--- src/rtl/audio_serial_port.sv ---
module audio_serial_port #(
  parameter int DW = 24,
  parameter int CW = 8
) (
  input  logic          clk,
  input  logic          rst_n,
  input  logic [2:0]    mode,
  input  logic          bclk,
  input  logic          lrck,
  input  logic          sdin,
  input  logic [DW-1:0] tx_left,
  input  logic [DW-1:0] tx_right,
  input  logic          tx_valid,
  output logic          sdout,
  output logic [DW-1:0] rx_left,
  output logic [DW-1:0] rx_right,
  output logic          rx_valid
);
  localparam logic [CW-1:0] WORD_C = CW'(DW);

  logic          bclk_q, seen, synced, lr_prev, got_left;
  logic [DW:0]   sh;
  logic [DW-1:0] hold_l, hold_r, cur_r, rsh, rword;
  logic [CW-1:0] rcnt;

  wire m_i2s     = (mode == 3'd3);
  wire m_rj      = (mode == 3'd0) || (mode == 3'd1) || (mode == 3'd4);
  wire fall      = bclk_q & ~bclk;
  wire rise      = ~bclk_q & bclk;
  wire edge_f    = fall & seen & (lrck != lr_prev);
  wire left_now  = lrck ^ m_i2s;
  wire left_done = lr_prev ^ m_i2s;
  wire shift_en  = m_rj | (m_i2s ? (rcnt >= 1 && rcnt <= WORD_C) : (rcnt < WORD_C));

  assign sdout = sh[DW];

  always_comb begin
    case (mode)
      3'd0:    rword = {{(DW-16){rsh[15]}}, rsh[15:0]};
      3'd1:    rword = {{(DW-20){rsh[19]}}, rsh[19:0]};
      default: rword = rsh;
    endcase
  end

  always_ff @(posedge clk) begin
    if (!rst_n) begin
      bclk_q   <= 1'b1;
      seen     <= 1'b0;
      synced   <= 1'b0;
      lr_prev  <= 1'b0;
      got_left <= 1'b0;
      sh       <= '0;
      hold_l   <= '0;
      hold_r   <= '0;
      cur_r    <= '0;
      rsh      <= '0;
      rcnt     <= '0;
      rx_left  <= '0;
      rx_right <= '0;
      rx_valid <= 1'b0;
    end else begin
      bclk_q   <= bclk;
      rx_valid <= 1'b0;
      if (tx_valid) begin
        hold_l <= tx_left;
        hold_r <= tx_right;
      end
      if (fall) begin
        seen    <= 1'b1;
        lr_prev <= lrck;
        if (edge_f) begin
          synced <= 1'b1;
          rcnt   <= '0;
          rsh    <= '0;
          if (left_now) begin
            sh    <= m_i2s ? {1'b0, hold_l} : {hold_l, 1'b0};
            cur_r <= hold_r;
          end else begin
            sh    <= m_i2s ? {1'b0, cur_r} : {cur_r, 1'b0};
          end
          if (synced) begin
            if (left_done) begin
              rx_left  <= rword;
              got_left <= 1'b1;
            end else begin
              got_left <= 1'b0;
              if (got_left) begin
                rx_right <= rword;
                rx_valid <= 1'b1;
              end
            end
          end
        end else begin
          sh <= {sh[DW-1:0], 1'b0};
        end
      end
      if (rise) begin
        if (shift_en) rsh <= {rsh[DW-2:0], sdin};
        if (rcnt != {CW{1'b1}}) rcnt <= rcnt + 1'b1;
      end
    end
  end


  out_on_fall_chk: assert property (@(posedge clk) disable iff (!rst_n)
    !(bclk_q && !bclk) |=> $stable(sdout));

  lj_msb_chk: assert property (@(posedge clk) disable iff (!rst_n)
    (edge_f && left_now && !m_i2s) |=> sdout == $past(hold_l[DW-1]));

  i2s_gap_chk: assert property (@(posedge clk) disable iff (!rst_n)
    (edge_f && m_i2s) |=> !sdout);

  valid_pulse_chk: assert property (@(posedge clk) disable iff (!rst_n)
    rx_valid |=> !rx_valid);

  valid_on_fall_chk: assert property (@(posedge clk) disable iff (!rst_n)
    $rose(rx_valid) |-> $past(bclk_q && !bclk));
endmodule

--- config.mk ---
export PLATFORM = sky130hd
export DESIGN_NAME = audio_serial_port
export DESIGN_NICKNAME = d
export VERILOG_FILES = /design/src/rtl/audio_serial_port.sv
export SDC_FILE = /design/constraint.sdc
export NUM_CORES = 1
export LEC_CHECK = 0
export BUFFER_PORTS_ARGS = -buffer_cell sky130_fd_sc_hd__buf_4
export CAP_MARGIN = 25
export CORE_AREA = 2 2 152 110
export DETAILED_ROUTE_END_ITERATION = 10
export DIE_AREA = 0 0 154 112
export PLACE_DENSITY = 0.8
export SYNTH_ARGS = -nofsm -noshare
export SYNTH_HDL_FRONTEND = slang
export SYNTH_SLANG_ARGS = --single-unit
export TNS_END_PERCENT = 10
--- constraint.sdc ---
create_clock -name clk -period 3.16 [get_ports clk]
set_clock_uncertainty 0.15 [all_clocks]
set_input_delay 0 -clock clk [delete_from_list [all_inputs] [get_ports clk]]
set_output_delay 0 -clock clk [all_outputs]
set_load 0.02 [all_outputs]
# Word-level counts from Yosys, hierarchy flattened

Index checks and enable logic that the tools add are counted.

$add $sub $neg: 1
Order comparisons: 3
Eq/ne operators: 5
Multiplexer cells: 16
Bitwise logic cells: 14
Reductions and logical operators: 10

Operators with widths:

| operator              | count |
|---|---|
| $mux W25              | 4 |
| $mux W24              | 4 |
| $pmux W24 S2          | 1 |
| $mux W8               | 4 |
| $add A8 B1 Y8 const B | 1 |
| $ge A8 B1 Y1 const B  | 1 |
| $le A8 B5 Y1 const B  | 1 |
| $lt A8 B5 Y1 const B  | 1 |
| $ne A8 B8 Y1 const B  | 1 |
| $not A1 Y1            | 7 |
| $reduce_and A3 Y1     | 2 |
| $reduce_and A5 Y1     | 1 |
| $reduce_or A5 Y1      | 1 |
| $and A1 B1 Y1         | 4 |
| $reduce_and A4 Y1     | 1 |
| $eq A3 B1 Y1 const B  | 1 |
| $eq A3 B2 Y1 const B  | 1 |
| $eq A3 B3 Y1 const B  | 1 |
| $logic_not A3 Y1      | 1 |
| $mux W1               | 3 |
| $logic_or A1 B1 Y1    | 2 |
| $reduce_and A2 Y1     | 1 |
| $xor A1 B1 Y1         | 2 |
| $logic_and A1 B1 Y1   | 1 |
| other kinds (2)       | 2 |

Register bits after elaboration: 183
Bits of input ports: 57
Output and inout port bits: 50
Word-level logic and storage cells: 63

# Logic depth before layout (Yosys ltp)

Depth in word-level cells: 8
Mapped depth: 7
Mapped depth without buffers: 6

# Worst setup path before layout

No wires, ideal clock.

Path kind: register to register
From: register rcnt[1]
To: register rsh[10]
Arrival time: 1,989 ps
Required time: 2,938 ps
Path slack: 950 ps
Cell stages (with the launch flop): 8
Cell sequence: dfxtp_1 -> inv_1 -> ha_1 -> or4b_1 -> or3_4 -> a31oi_4 -> buf_8 -> mux2i_1

Word-level cells in the longest chain between the ends: 6
Elaborated cells on any way between the ends: 8
Classes of those cells: order compare: 3; mux: 3; bitwise: 1; reduce/logical: 1

RTL lines:

| item                                         | line | source |
|---|---|---|
| from (decl)                                  | 24   | `logic [CW-1:0] rcnt;` |
| from (signal assigned)                       | 99   | `if (rcnt != {CW{1'b1}}) rcnt <= rcnt + 1'b1;` |
| $ge A8 B1 Y1 or $le A8 B5 Y1 (tied branches) | 33   | `wire shift_en = m_rj \| (m_i2s ? (rcnt >= 1 && rcnt <= WORD_C) : (rcnt < WORD_C));` |
| $logic_and A1 B1 Y1                          | 33   |  |
| $mux W1 (*)                                  | 33   |  |
| $or A1 B1 Y1 (*)                             | 33   |  |
| $mux W24 (*)                                 | 98   | `if (shift_en) rsh <= {rsh[DW-2:0], sdin};` |
| $mux W24 (*)                                 | 97   | `if (rise) begin` |
| to (signal assigned)                         | 98   |  |
| to (decl)                                    | 23   | `logic [DW-1:0] hold_l, hold_r, cur_r, rsh, rword;` |

Every way passes the cells marked *; elsewhere a longest branch is shown, timed or not.
A chain may end at the register's enable or synchronous reset.

# Final worst setup path

From: register lr_prev
To: register rx_right[11]

Word-level cells in the longest chain between the ends: 3
Elaborated cells on any way between the ends: 5
Classes of those cells: eq/ne: 1; bitwise: 3; reduce/logical: 1

RTL lines:

| item                                          | line   | source |
|---|---|---|
| from (decl)                                   | 21     | `logic bclk_q, seen, synced, lr_prev, got_left;` |
| from (signal assigned)                        | 70     | `lr_prev <= lrck;` |
| $ne A1 B1 Y1 or $xor A1 B1 Y1 (tied branches) | 30, 32 |  |
| $and A1 B1 Y1 or $not A1 Y1 (tied branches)   | -      |  |
| $reduce_and A5 Y1 (no source line) (*)        | -      |  |
| to (signal assigned)                          | 88     | `rx_right <= rword;` |
| to (decl)                                     | 16     | `output logic [DW-1:0] rx_right,` |

Marked as above.

==> flow_metrics.env <==
export IMPL_area_growth_pct=26.0
export IMPL_synth_nets=878
export IMPL_die_h_um=112
export IMPL_rows=39
export IMPL_numCtsBuffers=17
export IMPL_insertion_delay_ps=430
export IMPL_regArea_mm2=0.00366
export IMPL_die_area_mm2=0.0172
export IMPL_initial_core_util=0.489
export IMPL_drive_gt1_frac=0.198
export IMPL_first_global_vias=6062
export IMPL_clk_pin_slew_ps=70
export IMPL_final_max_slew_viol_count=0
export IMPL_routed_via_density=5.60
export IMPL_crit_required_ps=3370
export IMPL_routabilityCongestion=0.825
export IMPL_peakVddDrop_mv=0.345
export IMPL_die_w_um=154
export IMPL_synth_compound_area_share=0.133
export IMPL_cts_root_buf="clkbuf_16"
export IMPL_portBuffers=106
export IMPL_ys_async_sr_fraction=0
export IMPL_cts_buffer_depth=2
export IMPL_grt_max_degree=95
export IMPL_maxSlewHeadroom=0.335
export IMPL_drc=0
export IMPL_status="finished, final reports clean"
export IMPL_drtAntennaViolNets=0
export IMPL_synth_warnings=0
export IMPL_ys_seq_elements=183
export IMPL_n_antenna_cell=0
export IMPL_wl_met3_um=936
export IMPL_syn_area_mm2=0.00775
export IMPL_worst_pin_slew_ps=998
export IMPL_synth_top_family_by_area="multiplexers"
export IMPL_routed_wl_mm=18.4
export IMPL_synthMuxAreaShare=0.190
export IMPL_synth_top_flop_cell="dfxtp_1"
export IMPL_cts_num_sinks=183
export IMPL_synth_adder_area_share=0.00646
export IMPL_whs_ps=30.3
export IMPL_cp_arrival_ps=2670
export IMPL_wl_met1_mm=8.76
export IMPL_fin_setup_tns_ps=0
export IMPL_hold_path_class="input port to flip-flop"
export IMPL_ys_seq_area_frac=0.473
export IMPL_path_class="flip-flop to flip-flop"
export IMPL_grt_overflow_total=0
export IMPL_syn_inst=817
export IMPL_top_layer_used="met4"
export IMPL_cellPowerDensity_mw_per_mm2=495
export IMPL_avgSynthCellArea_um2=9.49
export IMPL_antenna_found_initial=0
export IMPL_multiInputGateArea_mm2=0.00378
export IMPL_h_tree_depth=4
export IMPL_total_power_w=0.00484
export IMPL_drt_initial_drc_count=527
export IMPL_track_usage=0.214
export IMPL_post_cts_buffers=0
export IMPL_drt_pass1_iter_count=5
export IMPL_setup_viol=0
export IMPL_endpoint_kind="flip-flop"
export IMPL_core_mm2=0.0159
export IMPL_fin_crit_ps=2460
export IMPL_synth_simple_area_share=0.147
export IMPL_ys_types=43
export IMPL_synth_xor_xnor_area_share=0.00678
export IMPL_wl_met2_mm=8.40
export IMPL_hold_viol=0
export IMPL_synth_edf_count=0
export IMPL_boundaryPins=107
export IMPL_min_period_over_period=0.779
export IMPL_cts_tree="built"
export IMPL_leakagePower_nw=3.84
export IMPL_path_max_fanout=12
export IMPL_fmax_ghz=0.406
export IMPL_num_vias=6487
export IMPL_n_fill_cell=1250
export IMPL_grt_pass1_wl_mm=30.4
export IMPL_dp_hpwl_mm=11.5
export IMPL_cp_start_kind="flip-flop"
export IMPL_rsz0062_at_grt="no"
export IMPL_drt_wirelength_per_cell_um=15.9
export IMPL_finalNetCount=1001
export IMPL_cap_violations=0
## layer usage
metal,global-route usage,vias up
met5,0,-
met4,0.0729,0
met3,0.0378,21
met2,0.332,199
met1,0.305,3092
li1,-,3175
## logic make-up (layout without fill, tap and decap cells)
group,count (synthesis),in the layout
compound gates,178,178
mux,118,118
xor+xnor,6,6
simple gates,246,246
buf+inv,82,218
flops,183,183
fa+ha+maj,4,4
## through the flow
step                       util  instance area (µm²)  setup slack, ps  instances
final                     0.616                 9770              697       1158
after global placement    0.547                 8670              816       1073
after floorplan               -                 7750              950        817
after CTS                 0.616                 9770              726       1158
after detailed placement  0.547                 8670              725       1073
after global routing      0.616                 9770              530       1158
## area by class of cell
type | count | area share
Sequential cell | 183 | 0.375
Timing Repair Buffer | 175 | 0.149
Inverter | 11 | 0.00448
Tap cell | 205 | 0.0263
Clock inverter | 13 | 0.0113
Multi-Input combinational cell | 552 | 0.387
Clock buffer | 19 | 0.0464
## final timing paths
kind | startpoint | endpoint | slack [ps] | depth (start not counted)
setup / recovery | lr_prev | rx_right[11] | 700 | 5
hold / removal | mode[1] | rx_right[23] | 30 | 5
setup reg to reg | lr_prev | rx_right[11] | 700 | 5
hold reg to reg | rx_right[2] | rx_right[2] | 310 | 2
## critical path: stages (launching register included)
cell and delay, ps:
dfxtp_1 520, xor2_1 330, nand4_1 320, nor2_2 510, buf_4 350, mux2i_1 220
## flip-flops by register name, indices dropped and copies added, names as in the netlist
| name | flops |
|---|---|
| lr_prev | 1 |
| bclk_q | 1 |
| cur_r | 24 |
| got_left | 1 |
| hold_l | 24 |
| rx_valid | 1 |
| rcnt | 8 |
| synced | 1 |
| seen | 1 |
| rx_right | 24 |
| rx_left | 24 |
| rsh | 24 |
| hold_r | 24 |
| sh | 25 |
## cell usage in the layout, fill, tap and decap left out, types with 3 or more instances in the layout
cell,count
mux4_2,23
o211a_1,4
nor4_1,3
clkinvlp_4,3
a311oi_1,5
inv_1,10
ha_1,4
nand4_1,6
xnor2_2,3
dfxtp_1,183
inv_8,3
nand2b_1,7
mux2i_1,93
o21a_1,3
inv_6,3
a21oi_1,84
a22oi_1,23
nand3_1,82
buf_4,121
dlygate4sd3_1,53
nand2_1,75
a31oi_1,3
nor3_1,3
o21ai_0,49
nor2_1,53
clkbuf_16,17
## Yosys cell counts (2+ instances only)
cell / instances / area share
xnor2_1: 5 / 0.0056
a21oi_1: 84 / 0.054
nand4_1: 6 / 0.0048
mux2i_1: 93 / 0.12
dfxtp_1: 183 / 0.47
nand3_1: 82 / 0.053
a31oi_1: 3 / 0.0024
a22oi_1: 23 / 0.022
or3_1: 2 / 0.0016
ha_1: 4 / 0.0065
o21a_1: 3 / 0.0029
nor4_1: 3 / 0.0024
nor2b_1: 2 / 0.0016
a311oi_1: 5 / 0.0056
mux4_2: 23 / 0.067
nor3_1: 4 / 0.0026
inv_1: 11 / 0.0053
o21ai_0: 49 / 0.032
nor2_1: 55 / 0.027
mux2_2: 2 / 0.0029
buf_1: 3 / 0.0015
buf_8: 2 / 0.0039
and3b_1: 2 / 0.0023
o211ai_1: 2 / 0.0019
nand2_1: 75 / 0.036
clkbuf_1: 55 / 0.027
buf_2: 11 / 0.0071
nand2b_1: 7 / 0.0056
o211a_1: 4 / 0.0052
## power breakdown
| part | total, W | internal [W] | switching, W |
|---|---|---|---|
| Combinational | 0.000421 | 0.000200 | 0.000221 |
| Sequential | 0.00239 | 0.00235 | 0.0000351 |
| Clock | 0.00203 | 0.00107 | 0.000959 |
## what timing repair did
item	in CTS	in global routing
endpoints found under the hold margin	62	0
hold buffers	53	0
resized for setup	0	0
(Power assumes the default switching activity.)
